===== src/rtl/supv_pkg.sv =====
package supv_pkg;

  typedef enum logic [1:0] {
    ST_HOLD    = 2'd0,
    ST_STRETCH = 2'd1,
    ST_RUN     = 2'd2
  } supvState_e;

  typedef struct packed {
    logic cntClear;
    logic cntStep;
  } supvStrobe_t;

endpackage


===== src/rtl/supv_sync.sv =====
module supv_sync #(
  parameter int   STAGES  = 2,
  parameter logic RST_VAL = 1'b0
) (
  input  logic clk,
  input  logic rstN,
  input  logic din,
  output logic dout
);

  logic [STAGES-1:0] chain;

  always_ff @(posedge clk or negedge rstN) begin
    if (!rstN) chain <= {STAGES{RST_VAL}};
    else       chain <= {chain[STAGES-2:0], din};
  end

  assign dout = chain[STAGES-1];

endmodule


===== src/rtl/supv_dp.sv =====
module supv_dp
  import supv_pkg::*;
#(
  parameter int ACTIVE_LOW      = 1,
  parameter int STRETCH_CYCLES  = 20_000_000,
  parameter int SYNC_STAGES     = 2,
  parameter int DEBOUNCE_CYCLES = 4
) (
  input  logic        clk,
  input  logic        rstN,
  input  logic        supplyLow,
  input  logic        rstPinIn,
  input  logic        pinOe,
  input  supvStrobe_t strobe,
  output logic        lowSync,
  output logic        manualReq,
  output logic        cntDone,
  output logic        writeInhibit
);

  localparam int   CNT_W     = $clog2(STRETCH_CYCLES);
  localparam int   DB_W      = $clog2(DEBOUNCE_CYCLES + 1);
  localparam logic [CNT_W-1:0] CNT_LAST = CNT_W'(STRETCH_CYCLES - 1);
  localparam logic [DB_W-1:0]  DB_MAX   = DB_W'(DEBOUNCE_CYCLES);
  localparam logic MANUAL_EN = (ACTIVE_LOW != 0);
  localparam logic PIN_IDLE  = (ACTIVE_LOW != 0);

  logic                 pinSync;
  logic                 pinActive;
  logic                 readMasked;
  logic [SYNC_STAGES:0] oeHist;
  logic [DB_W-1:0]      dbCnt;
  logic [CNT_W-1:0]     stretchCnt;

  supv_sync #(.STAGES(SYNC_STAGES), .RST_VAL(1'b1)) uLowSync (
    .clk(clk), .rstN(rstN), .din(supplyLow), .dout(lowSync)
  );

  supv_sync #(.STAGES(SYNC_STAGES), .RST_VAL(PIN_IDLE)) uPinSync (
    .clk(clk), .rstN(rstN), .din(rstPinIn), .dout(pinSync)
  );

  // Recent drive history covers the synchronizer latency after release
  always_ff @(posedge clk or negedge rstN) begin
    if (!rstN) oeHist <= '1;
    else       oeHist <= {oeHist[SYNC_STAGES-1:0], pinOe};
  end

  assign readMasked = pinOe | (|oeHist);
  assign pinActive  = MANUAL_EN & (pinSync != PIN_IDLE);

  always_ff @(posedge clk or negedge rstN) begin
    if (!rstN)                        dbCnt <= '0;
    else if (!pinActive || readMasked) dbCnt <= '0;
    else if (dbCnt != DB_MAX)          dbCnt <= dbCnt + 1'b1;
  end

  assign manualReq = (dbCnt == DB_MAX);

  always_ff @(posedge clk or negedge rstN) begin
    if (!rstN)                stretchCnt <= '0;
    else if (strobe.cntClear) stretchCnt <= '0;
    else if (strobe.cntStep)  stretchCnt <= stretchCnt + 1'b1;
  end

  assign cntDone = (stretchCnt == CNT_LAST);

  always_ff @(posedge clk or negedge rstN) begin
    if (!rstN) writeInhibit <= 1'b1;
    else       writeInhibit <= lowSync;
  end

  AST_MASK_WHILE_DRIVING: assert property (@(posedge clk) disable iff (!rstN)
    pinOe |=> (dbCnt == '0));
  AST_WI_FOLLOWS_LOW: assert property (@(posedge clk) disable iff (!rstN)
    lowSync |=> writeInhibit);
  AST_CNT_BOUND: assert property (@(posedge clk) disable iff (!rstN)
    stretchCnt <= CNT_LAST);

  generate
    if (ACTIVE_LOW == 0) begin : gNoManual
      AST_NO_MANUAL_HI: assert property (@(posedge clk) disable iff (!rstN)
        !manualReq);
    end
  endgenerate

endmodule


===== src/rtl/supv_ctrl.sv =====
module supv_ctrl
  import supv_pkg::*;
(
  input  logic        clk,
  input  logic        rstN,
  input  logic        lowSync,
  input  logic        manualReq,
  input  logic        cntDone,
  output supvStrobe_t strobe,
  output logic        pinOe
);

  supvState_e state, nextState;
  logic       resetCond;

  assign resetCond = lowSync | manualReq;

  always_comb begin
    nextState       = state;
    strobe.cntClear = 1'b0;
    strobe.cntStep  = 1'b0;
    unique case (state)
      ST_HOLD: begin
        strobe.cntClear = 1'b1;
        if (!resetCond) nextState = ST_STRETCH;
      end
      ST_STRETCH: begin
        if (resetCond)    nextState = ST_HOLD;
        else if (cntDone) nextState = ST_RUN;
        else              strobe.cntStep = 1'b1;
      end
      ST_RUN: begin
        strobe.cntClear = 1'b1;
        if (resetCond) nextState = ST_HOLD;
      end
      default: nextState = ST_HOLD;
    endcase
  end

  always_ff @(posedge clk or negedge rstN) begin
    if (!rstN) begin
      state <= ST_HOLD;
      pinOe <= 1'b1;
    end else begin
      state <= nextState;
      pinOe <= (nextState != ST_RUN);
    end
  end

  AST_LOW_FORCES_RESET: assert property (@(posedge clk) disable iff (!rstN)
    lowSync |=> pinOe);
  AST_RELEASE_AFTER_DONE: assert property (@(posedge clk) disable iff (!rstN)
    $fell(pinOe) |-> $past(cntDone));
  AST_MANUAL_HOLDS: assert property (@(posedge clk) disable iff (!rstN)
    manualReq |=> pinOe);

endmodule


===== src/rtl/supv_reset_ctrl.sv =====
module supv_reset_ctrl
  import supv_pkg::*;
#(
  parameter int ACTIVE_LOW      = 1,
  parameter int STRETCH_CYCLES  = 20_000_000,
  parameter int SYNC_STAGES     = 2,
  parameter int DEBOUNCE_CYCLES = 4
) (
  input  logic clk,
  input  logic rstN,
  input  logic supplyLow,
  input  logic rstPinIn,
  output logic rstPinOe,
  output logic rstPinDrv,
  output logic writeInhibit
);

  localparam logic ACTIVE_LVL = (ACTIVE_LOW == 0);

  supvStrobe_t strobe;
  logic        lowSync;
  logic        manualReq;
  logic        cntDone;

  supv_dp #(
    .ACTIVE_LOW(ACTIVE_LOW), .STRETCH_CYCLES(STRETCH_CYCLES),
    .SYNC_STAGES(SYNC_STAGES), .DEBOUNCE_CYCLES(DEBOUNCE_CYCLES)
  ) uDp (
    .clk(clk), .rstN(rstN), .supplyLow(supplyLow), .rstPinIn(rstPinIn),
    .pinOe(rstPinOe), .strobe(strobe), .lowSync(lowSync),
    .manualReq(manualReq), .cntDone(cntDone), .writeInhibit(writeInhibit)
  );

  supv_ctrl uCtrl (
    .clk(clk), .rstN(rstN), .lowSync(lowSync), .manualReq(manualReq),
    .cntDone(cntDone), .strobe(strobe), .pinOe(rstPinOe)
  );

  assign rstPinDrv = ACTIVE_LVL;

  AST_RESET_STATE: assert property (@(posedge clk)
    !rstN |=> (rstPinOe && writeInhibit));

endmodule


===== config.mk =====
export PLATFORM = sky130hd
export DESIGN_NAME = supv_reset_ctrl
export DESIGN_NICKNAME = d
export VERILOG_FILES = /design/src/rtl/supv_pkg.sv /design/src/rtl/supv_sync.sv /design/src/rtl/supv_dp.sv /design/src/rtl/supv_ctrl.sv /design/src/rtl/supv_reset_ctrl.sv
export SDC_FILE = /design/constraint.sdc
export NUM_CORES = 1
export LEC_CHECK = 0
export BUFFER_PORTS_ARGS = -buffer_cell sky130_fd_sc_hd__buf_2
export CAP_MARGIN = 20
export CORE_MARGIN = 2
export CORE_UTILIZATION = 32
export CTS_CLUSTER_SIZE = 25
export DETAILED_ROUTE_END_ITERATION = 7
export GPL_TIMING_DRIVEN = 0
export PLACE_DENSITY = 0.57
export RECOVER_POWER = 100
export SKIP_LAST_GASP = 1
export SLEW_MARGIN = 40
export SYNTH_ARGS = -nofsm -noshare
export SYNTH_HDL_FRONTEND = slang
export SYNTH_SLANG_ARGS = --single-unit

===== constraint.sdc =====
create_clock -name clk -period 2.8 [get_ports clk]
set_input_delay 0.56 -clock clk [delete_from_list [all_inputs] [get_ports clk]]
set_output_delay 0.56 -clock clk [all_outputs]
set_load 0.05 [all_outputs]

==> summary.md <==
| Metric | Value |
|---|---|
| Status | `finished with violations` |
| Failing checks | `max-capacitance violations, max-slew violations` |
| Crit path launch type | `flip-flop` |
| Power Density | `between 500 and 600 nW/um2` |
| Clk sinks | `39` |
| Register area share after synthesis | `roughly 52%` |
| Initial core utilization | `around a third` |
| Worst Tran Pin Value | `slightly above 2000 ps` |
| Final ANT Viol Nets | `0` |
| Hold Crit Class | `reg2reg` |
| Fin crit period | `around 2400 ps` |
| Cell Area, Synth | `around 1900 um2` |
| Layout net count | `roughly 200` |
| WL/cell | `13.72 um` |
| IO Count | `7` |
| First-pass GRT wire length | `roughly 6.5 mm` |
| Synth area leader | `dfrtp_1` |
| Slew Viols, Final | `40` |
| Clock latency on the worst-skew pair | `around 290 ps` |
| Gr busiest metal | `met2` |
| Worst-path clk slew | `approximately 80 ps` |
| Pin count of the biggest net entering global routing | `40` |
| Worst-path fanout max | `10` |
| Final Cycle Share | `between 80 and 90%` |
| Met2 Usage GRT | `19.67%` |
| Fmax | `approximately 410 MHz` |
| Postcts setup bufs | `0` |
| Commonest non-fill, non-tap cells in the layout | `30 x dfrtp_1, 21 x nand2_1, 17 x nand3_1, 10 x o21ai_0` |
| Leakage | `just over 0.8 nW` |
| Most common cell after layout, fill and taps aside | `dfrtp_1` |
| Via count | `1,378` |
| Worst VDD drop | `0.2612 mV` |
| CTS root buffer | `clkbuf_8` |
| H-tree depth | `2` |
| Synth warnings | `0` |
| Critical Path End Type | `flip-flop` |
| Final setup vio count | `0` |
| RSZ-0062 raised after global routing | `false` |
| Fillers | `between 500 and 600` |
| Via-to-Cell Ratio | `roughly 5.2` |
| First-iteration detailed-routing DRC count | `50` |
| Netlist cell types | `41` |
| Avg Cell Area, Syn | `~10 um2` |
| Worst Path Arrival | `~2600 ps` |
| Layout Cells excl Fill | `approximately 270` |
| Num CTS Buffers | `5` |
| Worst Skew | `roughly 6.7 ps` |
| Slew HR | `-36.56%` |
| Crit Path Class | `reg2reg` |
| Final Hold Viols | `0` |
| Sum of negative setup slack | `0 ps` |
| Chip width | `around 81 um` |
| Port bufs | `5` |
| Met1 GRT Util | `~18%` |
| Worst EP required | `2980 ps` |
| M3 GR Usage | `3.111%` |
| Rows | `27` |
| Post-DP HPWL | `about 2.5 mm` |
| Share of layout cells above drive strength 1 | `approximately a tenth` |
| Initial antenna violation count | `0` |
| Routability Congestion | `just under 0.8` |
| Die area | `6539 um2` |
| Clk buf depth | `2` |
| Ranking of synthesized cells by area | `dfrtp_1 40%, dfstp_2 13%, nand3_1 4.5%` |
| DR pass1 iterations | `4` |
| CTS tree | `done` |
| Max Cap Viol | `1` |
| # diodes | `0` |
| Max incr delay on CP | `between 500 and 600 ps` |
| Cells after Synth | `between 150 and 200` |
| Synthesis-to-layout area growth | `11.12%` |
| Crit path max-delay cell type | `nor4_1` |
| DR DRC count | `0` |
| CTS-repair resized insts | `0` |
| Hold Buf Count CTS | `0` |
| Routed Wire Length | `3.664 mm` |
| Gr usage total | `~13%` |
| #FFs+latches synth | `39` |
| Synthesized net count | `about 190` |
| Number of global-route vias before repair | `about 1,400` |
| Synth top area share | `approximately 40%` |
| Placed insts | `~260` |
| Remaining Overflow, GRT | `0` |
| Crit path cell chain | `inv_1 -> ha_1 -> a211o_1 -> clkbuf_1 -> nor4_1 -> nand2_1 -> xnor2_1 -> and2_0` |
| Placeable Area | `approximately 5600 um2` |
| DIE HEIGHT | `between 80 and 90 um` |
-- final cells by class --
cell class	count	area (um2)	share of cell area (%)
plain buffers	8	37.54	1.787
repair buffers	5	21.27	1.013
flip-flops and latches	39	987.2	46.99
well taps	72	90.09	4.288
inverters	2	7.507	0.3574
multi-input cells	133	839.6	39.96
clock buffers	6	82.58	3.931
clock inverters	2	35.03	1.668
-- synth_stat cells (all sizes together) --
cell type,n
a211o,1
a21boi,3
a21oi,2
a221o,1
a221oi,1
and2,6
and3,3
and4,2
buf,4
clkbuf,4
conb,1
dfrtp,30
dfstp,9
ha,3
inv,2
mux2i,6
nand2,21
nand2b,7
nand3,17
nand3b,1
nand4,9
nand4bb,1
nor2,7
nor2b,1
nor3,3
nor3b,2
nor4,5
nor4b,2
o211ai,3
o21ai,10
o311ai,2
o31ai,3
o41ai,2
or3,3
xnor2,5
-- through the flow --
step | setup slack [ps] | power [mW] | util, % | instance area, um2 | hold slack (ps)
final | 354.2 | 1.109 | 37.46 | 2101 | 359.2
after CTS | 568.1 | 1.130 | 37.91 | 2126 | 249.2
after global routing | 218.6 | 1.154 | 37.46 | 2101 | 346.0
after detailed placement | 585.5 | 0.6364 | 35.81 | 2008 | 347.2
after global placement | 586.1 | 0.6356 | 35.77 | 2006 | 345.6
after floorplan | 842.6 | 0.6144 | - | 1891 | 264.4
-- per-layer routing --
metal / vias to the layer above / share of wire (%)
li1: 684 / -
met1: 671 / 52
met2: 16 / 44
met3: 7 / 2.6
met4: 0 / 1.3
met5: - / 0
-- registers in the layout, summed over array words and instances (netlist names) --
name / count
uCtrl.pinOe: 1
uDp.uLowSync.chain: 2
uCtrl.state: 2
uDp.writeInhibit: 1
uDp.stretchCnt: 25
uDp.dbCnt: 3
uDp.oeHist: 3
uDp.uPinSync.chain: 2
-- kinds of logic (layout without fill, tap and decap cells) --
kind of cell,after synthesis,count (layout),share of synthesized area (%)
AOI/OAI and AO/OA,28,28,10.06
xor gates and xnor gates,5,5,2.316
adders and majority gates,3,3,1.986
buffers and inverters,10,23,2.448
DFF,39,39,52.22
muxes,6,6,3.177
other,1,1,0.1984
and+or+nand+nor,90,90,27.60
-- final timing paths --
path                                  startpoint                    end  slack (ps)  cells after the start
max in group asynchronous                   rstN     uDp.stretchCnt[15]         780                      1
min reg2reg                uDp.uPinSync.chain[0]  uDp.uPinSync.chain[1]         360                      0
max reg2reg                         uDp.dbCnt[0]     uDp.stretchCnt[14]         350                      8
min                        uDp.uPinSync.chain[0]  uDp.uPinSync.chain[1]         360                      0
min in group asynchronous                   rstN      uDp.stretchCnt[3]         850                      1
max                                 uDp.dbCnt[0]     uDp.stretchCnt[14]         350                      8
-- critical path, delay by kind of cell (launching register included) --
family | cells | cell delay (ps)
buf+inv | 2 | 310
fa+ha+maj | 1 | 260
simple gates | 3 | 870
xor+xnor | 1 | 140
compound gates | 1 | 360
flops | 1 | 390
-- power by group --
part	internal, mW	switching, mW
logic	0.0106	0.0339
clock network	0.288	0.199
registers	0.573	0.00486
(Power assumes the default switching activity.)
